===== src/rtl/sbox_pkg.sv =====
package sbox_pkg;

    localparam int NUM_SIDES = 4;
    localparam int NUM_CAND  = NUM_SIDES - 1;

    typedef enum logic [1:0] {
        SIDE_N = 2'd0,
        SIDE_E = 2'd1,
        SIDE_S = 2'd2,
        SIDE_W = 2'd3
    } side_e;

    // Source side for candidate rank k of destination side d.
    // The ranks list the other sides in ascending order.
    function automatic int cand_side(input int d, input int k);
        return (k < d) ? k : k + 1;
    endfunction

    // Source track that feeds destination track j on side d from side s.
    function automatic int cand_track(input int d, input int s, input int j,
                                      input int ntrk, input bit rotated);
        int r;
        if (!rotated) return j;
        r = (d - s + NUM_SIDES) % NUM_SIDES;
        case (r)
            1:       return (ntrk - j) % ntrk;
            3:       return (j - 1 + ntrk) % ntrk;
            default: return j;
        endcase
    endfunction

endpackage


===== src/rtl/sbox_cfg_chain.sv =====
module sbox_cfg_chain #(
    parameter int LEN = 48
) (
    input  logic           clk,
    input  logic           rst_n,
    input  logic           shift,
    input  logic           din,
    output logic [LEN-1:0] q
);

    generate
        if (LEN == 1) begin : g_single
            always_ff @(posedge clk or negedge rst_n) begin
                if (!rst_n)     q <= '0;
                else if (shift) q <= din;
            end
        end else begin : g_multi
            always_ff @(posedge clk or negedge rst_n) begin
                if (!rst_n)     q <= '0;
                else if (shift) q <= {din, q[LEN-1:1]};
            end
        end
    endgenerate

endmodule


===== src/rtl/sbox_track_mux.sv =====
module sbox_track_mux #(
    parameter int NSRC = 3
) (
    input  logic [NSRC-1:0] cand,
    input  logic [NSRC-1:0] sel,
    input  logic            blank,
    output logic            y
);

    always_comb begin
        y = (|(cand & sel)) & ~blank;
    end

endmodule


===== src/rtl/sbox_top.sv =====
module sbox_top
    import sbox_pkg::*;
#(
    parameter int TRACKS = 4,
    parameter bit WILTON = 1'b0
) (
    input  logic              clk,
    input  logic              rst_n,
    input  logic              cfg_en,
    input  logic              cfg_din,
    input  logic [TRACKS-1:0] trk_in_n,
    input  logic [TRACKS-1:0] trk_in_e,
    input  logic [TRACKS-1:0] trk_in_s,
    input  logic [TRACKS-1:0] trk_in_w,
    output logic [TRACKS-1:0] trk_out_n,
    output logic [TRACKS-1:0] trk_out_e,
    output logic [TRACKS-1:0] trk_out_s,
    output logic [TRACKS-1:0] trk_out_w
);

    localparam int PER_SIDE = TRACKS * NUM_CAND;
    localparam int CFG_LEN  = NUM_SIDES * PER_SIDE;

    logic [CFG_LEN-1:0]                   cfg_q;
    logic [NUM_SIDES-1:0][TRACKS-1:0]     tin;
    logic [NUM_SIDES-1:0][TRACKS-1:0]     tout;
    logic [NUM_SIDES-1:0][TRACKS-1:0][NUM_CAND-1:0] cand_v;

    assign tin[SIDE_N] = trk_in_n;
    assign tin[SIDE_E] = trk_in_e;
    assign tin[SIDE_S] = trk_in_s;
    assign tin[SIDE_W] = trk_in_w;

    sbox_cfg_chain #(.LEN(CFG_LEN)) u_chain (
        .clk   (clk),
        .rst_n (rst_n),
        .shift (cfg_en),
        .din   (cfg_din),
        .q     (cfg_q)
    );

    for (genvar d = 0; d < NUM_SIDES; d++) begin : g_side
        for (genvar j = 0; j < TRACKS; j++) begin : g_trk
            for (genvar k = 0; k < NUM_CAND; k++) begin : g_cand
                localparam int SRC_S = cand_side(d, k);
                localparam int SRC_T = cand_track(d, SRC_S, j, TRACKS, WILTON);
                assign cand_v[d][j][k] = tin[SRC_S][SRC_T];
            end
            sbox_track_mux #(.NSRC(NUM_CAND)) u_mux (
                .cand  (cand_v[d][j]),
                .sel   (cfg_q[d*PER_SIDE + j*NUM_CAND +: NUM_CAND]),
                .blank (cfg_en),
                .y     (tout[d][j])
            );
        end
    end

    assign trk_out_n = tout[SIDE_N];
    assign trk_out_e = tout[SIDE_E];
    assign trk_out_s = tout[SIDE_S];
    assign trk_out_w = tout[SIDE_W];

endmodule


===== config.mk =====
export PLATFORM = sky130hd
export DESIGN_NAME = sbox_top
export DESIGN_NICKNAME = d
export VERILOG_FILES = /design/src/rtl/sbox_pkg.sv /design/src/rtl/sbox_cfg_chain.sv /design/src/rtl/sbox_track_mux.sv /design/src/rtl/sbox_top.sv
export SDC_FILE = /design/constraint.sdc
export NUM_CORES = 1
export LEC_CHECK = 0
export ABC_AREA = 1
export ABC_CLOCK_PERIOD_IN_PS = 1700
export BUFFER_PORTS_ARGS = -buffer_cell sky130_fd_sc_hd__buf_4
export CAP_MARGIN = 20
export CELL_PAD_IN_SITES_DETAIL_PLACEMENT = 1
export CELL_PAD_IN_SITES_GLOBAL_PLACEMENT = 1
export CORE_ASPECT_RATIO = 1.25
export CORE_MARGIN = 1.5
export CORE_UTILIZATION = 35
export CTS_CLUSTER_SIZE = 24
export DETAILED_ROUTE_END_ITERATION = 6
export PLACE_DENSITY_LB_ADDON = 0.1
export SYNTH_ARGS = -nofsm -noshare
export SYNTH_HDL_FRONTEND = slang
export SYNTH_HIERARCHICAL = 1
export SYNTH_SLANG_ARGS = --single-unit

===== constraint.sdc =====
create_clock -name clk -period 1.7 [get_ports clk]
set_input_delay 0.085 -clock clk [delete_from_list [all_inputs] [get_ports clk]]
set_output_delay 0.085 -clock clk [all_outputs]
set_load 0.01 [all_outputs]

# == Yosys cells after proc, flatten, opt, wreduce, memory -nomap -nowiden ==
# Cells that the tools add are included.
# classes
n_bitwise,33
reduce_logical,16
# op_table
op,count
3-bit bitwise AND,16
3-bit OR reduction,16
1-bit bitwise AND,16
1-bit inverter,1
# totals
register_bits,48
in_bits,20
out_inout_bits,16
wordCells,50

# == Depth between registers and ports, before layout ==
# Gate-level depths: netlist (run 1).
# depth
word_depth,3
ltp_mapped,5
mapped_depth_nobuf,4

# == Cells and area by module ==
# Netlist (run 1), hierarchy kept.
# modules_own_cells
mod,n_inst,cells_per_inst,area_per_inst_um2
sbox_cfg_chain,1,203,1803.0
sbox_track_mux,16,7,27.5

# == Least setup slack after synthesis (run 1) ==
# No wires, ideal clock.
# synth_timing
path_kind,register -> output
startpoint,register u_chain.q[12]
endpoint,output port trk_out_e[0]
arrival_time_ns,0.591
setup_slack_ns,1.024
path_stages_with_launch,5
n_path_buf,0
cell_sequence,dfrtp_1 > nand2_1 > nand3_1 > nand2_1 > inv_1
# synth_via
elab_chain_len,3
# synth_rtl
item,line,rtl
from (decl),sbox_cfg_chain.sv:8,output logic [LEN-1:0] q
from (signal assigned),sbox_cfg_chain.sv:20,"else if (shift) q <= {din, q[LEN-1:1]};"
3-bit bitwise AND,sbox_track_mux.sv:11,y = (|(cand & sel)) & ~blank;
3-bit OR reduction,sbox_track_mux.sv:11,
1-bit bitwise AND,sbox_track_mux.sv:11,
to (decl),sbox_top.sv:16,"output logic [TRACKS-1:0] trk_out_e,"
# Every way passes these cells.

# == Final worst setup path (run 1) ==
# layout_timing
startpoint,register u_chain.q[45]
endpoint,output port trk_out_w[3]
# layout_via
elab_chain_len,3
# layout_rtl
item,line,rtl
3-bit bitwise AND,sbox_track_mux.sv:11,
3-bit OR reduction,sbox_track_mux.sv:11,
1-bit bitwise AND,sbox_track_mux.sv:11,
to (decl),sbox_top.sv:18,output logic [TRACKS-1:0] trk_out_w
# Every way passes these cells.

==> summary.md, run 1 <==
| Metric | Value |
|---|---|
| Fin. max-slew vios | 0 |
| Final min period | 1.19 ns |
| Longest Clk Path Bufs | 2 |
| Final setup fails | 0 |
| Syn. warnings | 6 |
| Die Area | about 6900 um^2 |
| Vias | 1941 |
| CP peak stage delay | slightly above 0.4 ns |
| H-tree depth | 2 |
| Pre-CTS setup slack | around 0.70 ns |
| Antenna violations before repair | 0 |
| Tightest Hold Check Type | input pin to flop |
| Io pins | 36 |
| Required time worst endpoint | roughly 1.6 ns |
| Post-Syn Area | approximately 2200 um^2 |
| Die Y | 92.5 um |
| WL met1 | between 2 and 3 mm |
| Iter 0 DRT Violations | 71 |
| Complex-gate fraction of the synthesized area | 0% |
| Number of port buffers | 35 |
| RePlAce Congestion | 0.704 |
| Largest net degree at the start of global routing | slightly below 50 |
| Synth top area cells | dfrtp_1, nand2_1, inv_1 |
| Top Registers | u_chain/q: 48 flops |
| FMAX | between 0.8 and 0.9 GHz |
| # resized after CTS | 0 |
| Clk sinks | 48 |
| Clock transition at path regs | roughly 0.090 ns |
| Avg Cell Area, Syn | between 7 and 8 um^2 |
| Critical path class | flop to primary output |
| Most frequent cell after synthesis | nand2_1 |
| R2R Setup Slk | about 1.0 ns |
| Status | finished, final reports clean |
| Sequential share of the synthesized area | a little over half |
| TritonCTS clock tree | yes |
| Final Hold Violating Endpoints | 0 |
| Post-Syn Nets | 335 |
| Worst Path Arrival | ~1.1 ns |
| Ratio of cells with drive above 1 in the final layout | 13.3% |
| DRC viols | 0 |
| Synth cell count leaders | nand2_1, dfrtp_1, inv_1 |
| Area share of the leading cell type in the synthesized netlist | between 50% and 60% |
| Die Wd | between 70 and 80 um |
| Synth Area in Adders | 0% |
| Leak | about 1.7 nW |
| Max-Cap Viols | 0 |
| Met3 WL | 116 um |
| Top FF cell, synth | dfrtp_1 |
| Area growth syn-to-layout | 21.6% |
| Placeable core area | ~6000 um^2 |
| Grt total ovfl | 0 |
| NumNets Final | 372 |
| Main combinational cell family by area after synthesis | simple AND/OR/NAND/NOR gates |
| Gr usage total | between 10% and 20% |
| Post-Synth Simple-Gate Area | 38.4% |
| Crit path max fanout | 3 |
| Unique cell type count in the Yosys netlist | 7 |
| CTS buffer count | 5 |
| Routed vias/inst | 4.43 |
| Crit start category | flop |
| Clock root cell | clkbuf_8 |
| Setup_tns | 0 ns |
| Maximum VDD drop | ~0.49 mV |
| Tcrit/Tclk final | a little over two thirds |
| Worst-Skew Late Latency | 0.30 ns |
| Worst path cell trace | nand2_1 -> nand3_1 -> nand2_1 -> inv_1 -> buf_4 |
| Area leader, netlist | dfrtp_1 |
| Post-route ant nets | 0 |
| Routed wl met2 | roughly 2.7 mm |
| RSZ-0062 raised after global routing | false |
| Power per cell area | roughly 930 nW/um^2 |
| EDFF count, synth | 0 |
| Site row count | 32 |
| Diode count | 0 |
| CP Capture Type | primary output |
| Drt pass-1 iters | 4 |
| Most used cell, CP | nand2_1 |
| Synth Area in XOR/XNOR | 0% |
| FF+latch count, synth | between 40 and 50 |
| Aggregate routed wire length | around 5.4 mm |
| Asr flop ratio synth | 100% |
| Post-DR wirelength/cell | between 10 and 15 um |
| First-pass GRT wire length | 9.35 mm |
| # fillers | between 800 and 900 |
| Vias in the first global route | about 2000 |
| Synth Instances | 315 |
| Largest Register | u_chain/q |
| Rel. slew slack | between 50% and 60% |
| Detailed placement HPWL | ~3.8 mm |
| Worst setup margin | a little over 0.5 ns |
| Worst Clk Skew | 0.00875 ns |
| Starting Density | a little over a third |
| Max FFs per register | 48 |
| Crit-path slowest cell | dfrtp_1 |
| Mux contribution to synthesized area | 0% |
| DR top layer | met4 |
| Worst-Margin Slew | 0.625 ns |
## metal layers
metal | GRT usage, % | up-vias
met4 | 5.00 | 0
met2 | 30.1 | 23
met3 | 2.83 | 2
met1 | 22.2 | 921
met5 | 0 | -
li1 | - | 995
## final cells by class
type,count,area (um^2),area share (%)
inverter,33,124,4.54
clock buffer,6,72.6,2.66
multi-input combinational,224,861,31.6
timing repair buffer,40,328,12.0
clock inverter,2,35.0,1.28
sequential,48,1200,44.0
tap,85,106,3.90
## metrics by stage
step	instances	hold WS [ns]	power, mW	cell area, um^2	util [%]
after floorplan	315	-0.211	1.55	2240	-
after global placement	429	0.154	1.74	2610	42.3
after detailed placement	429	0.150	1.75	2610	42.3
after CTS	438	0.0104	2.58	2730	44.2
after global routing	438	0.0408	2.69	2730	44.2
final	438	0.0134	2.54	2730	44.2
## cells by family after synthesis
| logic type | count (synthesis) |
|---|---|
| buf+inv | 43 |
| flops | 48 |
| simple gates | 224 |
## final timing paths
kind | end | depth (start not counted) | start
max in group asynchronous | u_chain/q[1]$_DFFE_PN0P_ | 2 | rst_n
max reg2reg | u_chain/q[28]$_DFFE_PN0P_ | 2 | u_chain/q[28]$_DFFE_PN0P_
min reg2reg | u_chain/q[0]$_DFFE_PN0P_ | 2 | u_chain/q[0]$_DFFE_PN0P_
min | u_chain/q[47]$_DFFE_PN0P_ | 3 | cfg_din
max | trk_out_w[3] | 5 | u_chain/q[45]$_DFFE_PN0P_
min in group asynchronous | u_chain/q[22]$_DFFE_PN0P_ | 2 | rst_n
## cell usage in the layout (no fill, tap or decap)
master           n
buf_4           37
dfrtp_1         48
bufinv_16        1
clkbuf_1         1
dlygate4sd3_1    1
clkinv_2         1
nand2_1        208
nand3_1         16
buf_12           2
clkbuf_8         5
inv_2            1
inv_1           32
## power by group
group	leakage [nW]	switching, mW	internal [mW]
clock	0.0552	0.382	0.437
sequential	0.655	0.0976	1.25
combinational	0.989	0.211	0.161
total	1.70	0.690	1.85
## what timing repair did
| item | 4_1_cts | 5_1_grt |
|---|---|---|
| hold buffers | 1 | 0 |
| buffers inserted | 0 | 0 |
| hold endpoints to repair | 48 | 0 |
## worst max-delay path, delay by kind of cell, from the launching register on
family | cells | cell delay [ns]
flip-flops | 1 | 0.41
AND/OR/NAND/NOR | 3 | 0.24
buffers and inverters | 2 | 0.16
Note: power is estimated with default switching activity, not from simulation.
==> run 2: changes to the inputs <==
--- a/config.mk
+++ b/config.mk
@@ -6,7 +6,7 @@
 export NUM_CORES = 1
 export LEC_CHECK = 0
 export ABC_AREA = 1
-export ABC_CLOCK_PERIOD_IN_PS = 1700
+export ABC_CLOCK_PERIOD_IN_PS = 1040
 export BUFFER_PORTS_ARGS = -buffer_cell sky130_fd_sc_hd__buf_4
 export CAP_MARGIN = 20
 export CELL_PAD_IN_SITES_DETAIL_PLACEMENT = 1
==> constraint.sdc (replaced) <==
create_clock -name clk -period 1.04 [get_ports clk]
set_input_delay 0.052 -clock clk [delete_from_list [all_inputs] [get_ports clk]]
set_output_delay 0.052 -clock clk [all_outputs]
set_load 0.01 [all_outputs]
==> summary.md, run 2 (synthesized netlist as in run 1, its figures left out) <==
| Metric | Value |
|---|---|
| # fillers | 830 |
| Area occupied by multi-input gates | 878 um^2 |
| Fin area | between 3000 and 4000 um^2 |
| Largest Register | u_chain/q |
| Worst Path Arrival | between 1 and 1.5 ns |
| Grt total ovfl | 0 |
| Reg2reg start | u_chain/q[21]$_DFFE_PN0P_ |
| Hold Path Sink | u_chain/q[11]$_DFFE_PN0P_ |
| Switching share of total power | roughly 29% |
| RSZ-0062 raised after global routing | true |
| Required time worst endpoint | roughly 1 ns |
| Hold depth | 4 |
| RR Endpoint | u_chain/q[21]$_DFFE_PN0P_ |
| Sequential share of power | 49.3% |
| Crit start category | flop |
| Gr usage total | ~20% |
| Power per cell area | 1370 nW/um^2 |
| Die Y | between 90 and 100 um |
| Tcrit/Tclk final | 109% |
| Internal Power | 3.11 mW |
| Drt pass-1 iters | 4 |
| Vias | 2210 |
| Top Registers | u_chain/q: 48 flops |
| R2R depth | 4 |
| CP Capture Type | primary output |
| Fin. max-slew vios | 0 |
| Area growth syn-to-layout | 41.9% |
| Number of port buffers | 35 |
| FMAX | ~0.88 GHz |
| Clock root cell | clkbuf_8 |
| Final Hold Violating Endpoints | 0 |
| P_sw | about 1.3 mW |
| Antenna violations before repair | 0 |
| Largest net degree at the start of global routing | between 40 and 50 |
| Tightest Hold Check Type | input pin to flop |
| Reg area | approximately 1200 um^2 |
| Routed vias/inst | between 4 and 5 |
| Clk pwr share | about 28% |
| TritonCTS clock tree | yes |
| Longest Clk Path Bufs | 2 |
| Placeable core area | a little over 6000 um^2 |
| Io pins | 36 |
| Worst Clk Skew | 0.0101 ns |
| Die Wd | between 70 and 80 um |
| Busiest grt layer | met2 |
| Hold path start | cfg_en |
| Crit path max fanout | 3 |
| First-pass GRT wire length | between 10 and 15 mm |
| Final setup fails | 16 |
| RePlAce Congestion | just over 0.7 |
| Die Area | approximately 6900 um^2 |
| Critical path class | flop to primary output |
| Status | finished with violations |
| H-tree depth | 2 |
| Detailed placement HPWL | approximately 3.8 mm |
| Clock transition at path regs | about 0.10 ns |
| CTS buffer count | 5 |
| Site row count | 32 |
| Met2 usage | about a third |
| Post-placement cell area | ~2700 um^2 |
| Max FFs per register | 48 |
| NumNets Final | 420 |
| Commonest cells after routing, fill and taps aside | nand2_1, buf_4, dfrtp_1, inv_1, buf_6 |
| Clk sinks | 48 |
| Worst-Skew Late Latency | 0.30 ns |
| Failing checks | negative setup slack |
| Post-route ant nets | 0 |
| Setup_tns | -1.20 ns |
| Worst-Margin Slew | 0.282 ns |
| Grt met3 use | 3.26% |
| Max-Cap Viols | 0 |
| Iter 0 DRT Violations | 38 |
| Final min period | 1.14 ns |
| DRC viols | 0 |
| Comb pwr share | a little under a quarter |
| Aggregate routed wire length | between 6 and 7 mm |
| Post-DR wirelength/cell | between 10 and 15 um |
| Worst setup margin | -0.0972 ns |
| Most common cell after layout, fill and taps aside | nand2_1 |
| Vias in the first global route | approximately 2100 |
| Rel. slew slack | roughly four fifths |
| M1 GR Usage | between 20% and 30% |
| Ratio of cells with drive above 1 in the final layout | between 20% and 30% |
| Starting Density | a little over a third |
| Leak | 1.97 nW |
| R2R Setup Slk | about 0.17 ns |
| Diode count | 0 |
| Maximum VDD drop | 0.802 mV |
-- run 2: cell count changes in the layout (fill, tap and decap cells not counted), sizes merged --
cell         previous run  this run
clkinvlp                0         2
clkinv                  1         0
bufinv                  1         0
buf                    39        86
dlygate4sd3             1         2
-- run 2: worst max-delay path by stage --
stage                              startpoint      endpoint  slack, ns  depth (start not counted)
finish               u_chain/q[5]$_DFFE_PN0P_  trk_out_n[1]       -0.1                          5
global route        u_chain/q[45]$_DFFE_PN0P_  trk_out_w[3]      -0.19                          5
CTS                  u_chain/q[5]$_DFFE_PN0P_  trk_out_n[1]      -0.12                          5
detailed placement   u_chain/q[4]$_DFFE_PN0P_  trk_out_n[1]       0.22                          5
global placement    u_chain/q[13]$_DFFE_PN0P_  trk_out_e[0]       0.23                          5
floorplan           u_chain/q[12]$_DFFE_PN0P_  trk_out_e[0]       0.40                          4
-- run 2: layout make-up --
class / instances / area share, %
clock buffer: 6 / 2.59
clock inverter: 2 / 0.472
inverter: 33 / 3.89
multi-input combinational: 224 / 27.6
sequential: 48 / 37.7
tap: 85 / 3.34
timing repair buffer: 88 / 24.4
-- run 2: power by group through the flow --
| stage | Combinational [mW] | Sequential [mW] | Clock (mW) |
|---|---|---|---|
| CTS | 0.949 | 2.16 | 1.25 |
| detailed placement | 0.642 | 2.23 | 0 |
| global route | 1.12 | 2.18 | 1.32 |
| finish | 1.00 | 2.16 | 1.21 |
| global placement | 0.625 | 2.23 | 0 |
| floorplan | 0.347 | 2.18 | 0 |
-- run 2: critical path: stages (launching register included) --
cell and delay (ns):
dfrtp_1 0.42, nand2_1 0.09, nand3_2 0.06, nand2_1 0.06, inv_1 0.04, buf_6 0.11
-- run 2: what timing repair did --
action                     CTS  global route
resized for setup           16             8
buffers inserted            33            12
pin swaps                   15            20
hold buffers                 2             0
hold endpoints to repair    49             0
setup endpoints to repair   16            16
-- run 2: stage by stage --
stage	worst slack, ns	util (%)	hold slack (ns)	power [mW]	instances
2_1_floorplan	0.397	-	-0.244	2.53	315
3_3_place_gp	0.232	43.0	0.0512	2.86	431
3_5_place_dp	0.220	43.0	0.0493	2.87	431
4_1_cts	-0.115	49.9	0.176	4.36	474
5_1_grt	-0.191	51.6	0.179	4.62	486
6_report	-0.0972	51.6	0.189	4.37	486
-- run 2: routing by layer --
layer  vias up  routed length [um]  share of wire (%)
li1       1093                   -                  -
met1      1082                2910                 46
met2        27                3180                 50
met3         8                 126                2.0
met4         0                  99                1.6
met5         -                   0                  0
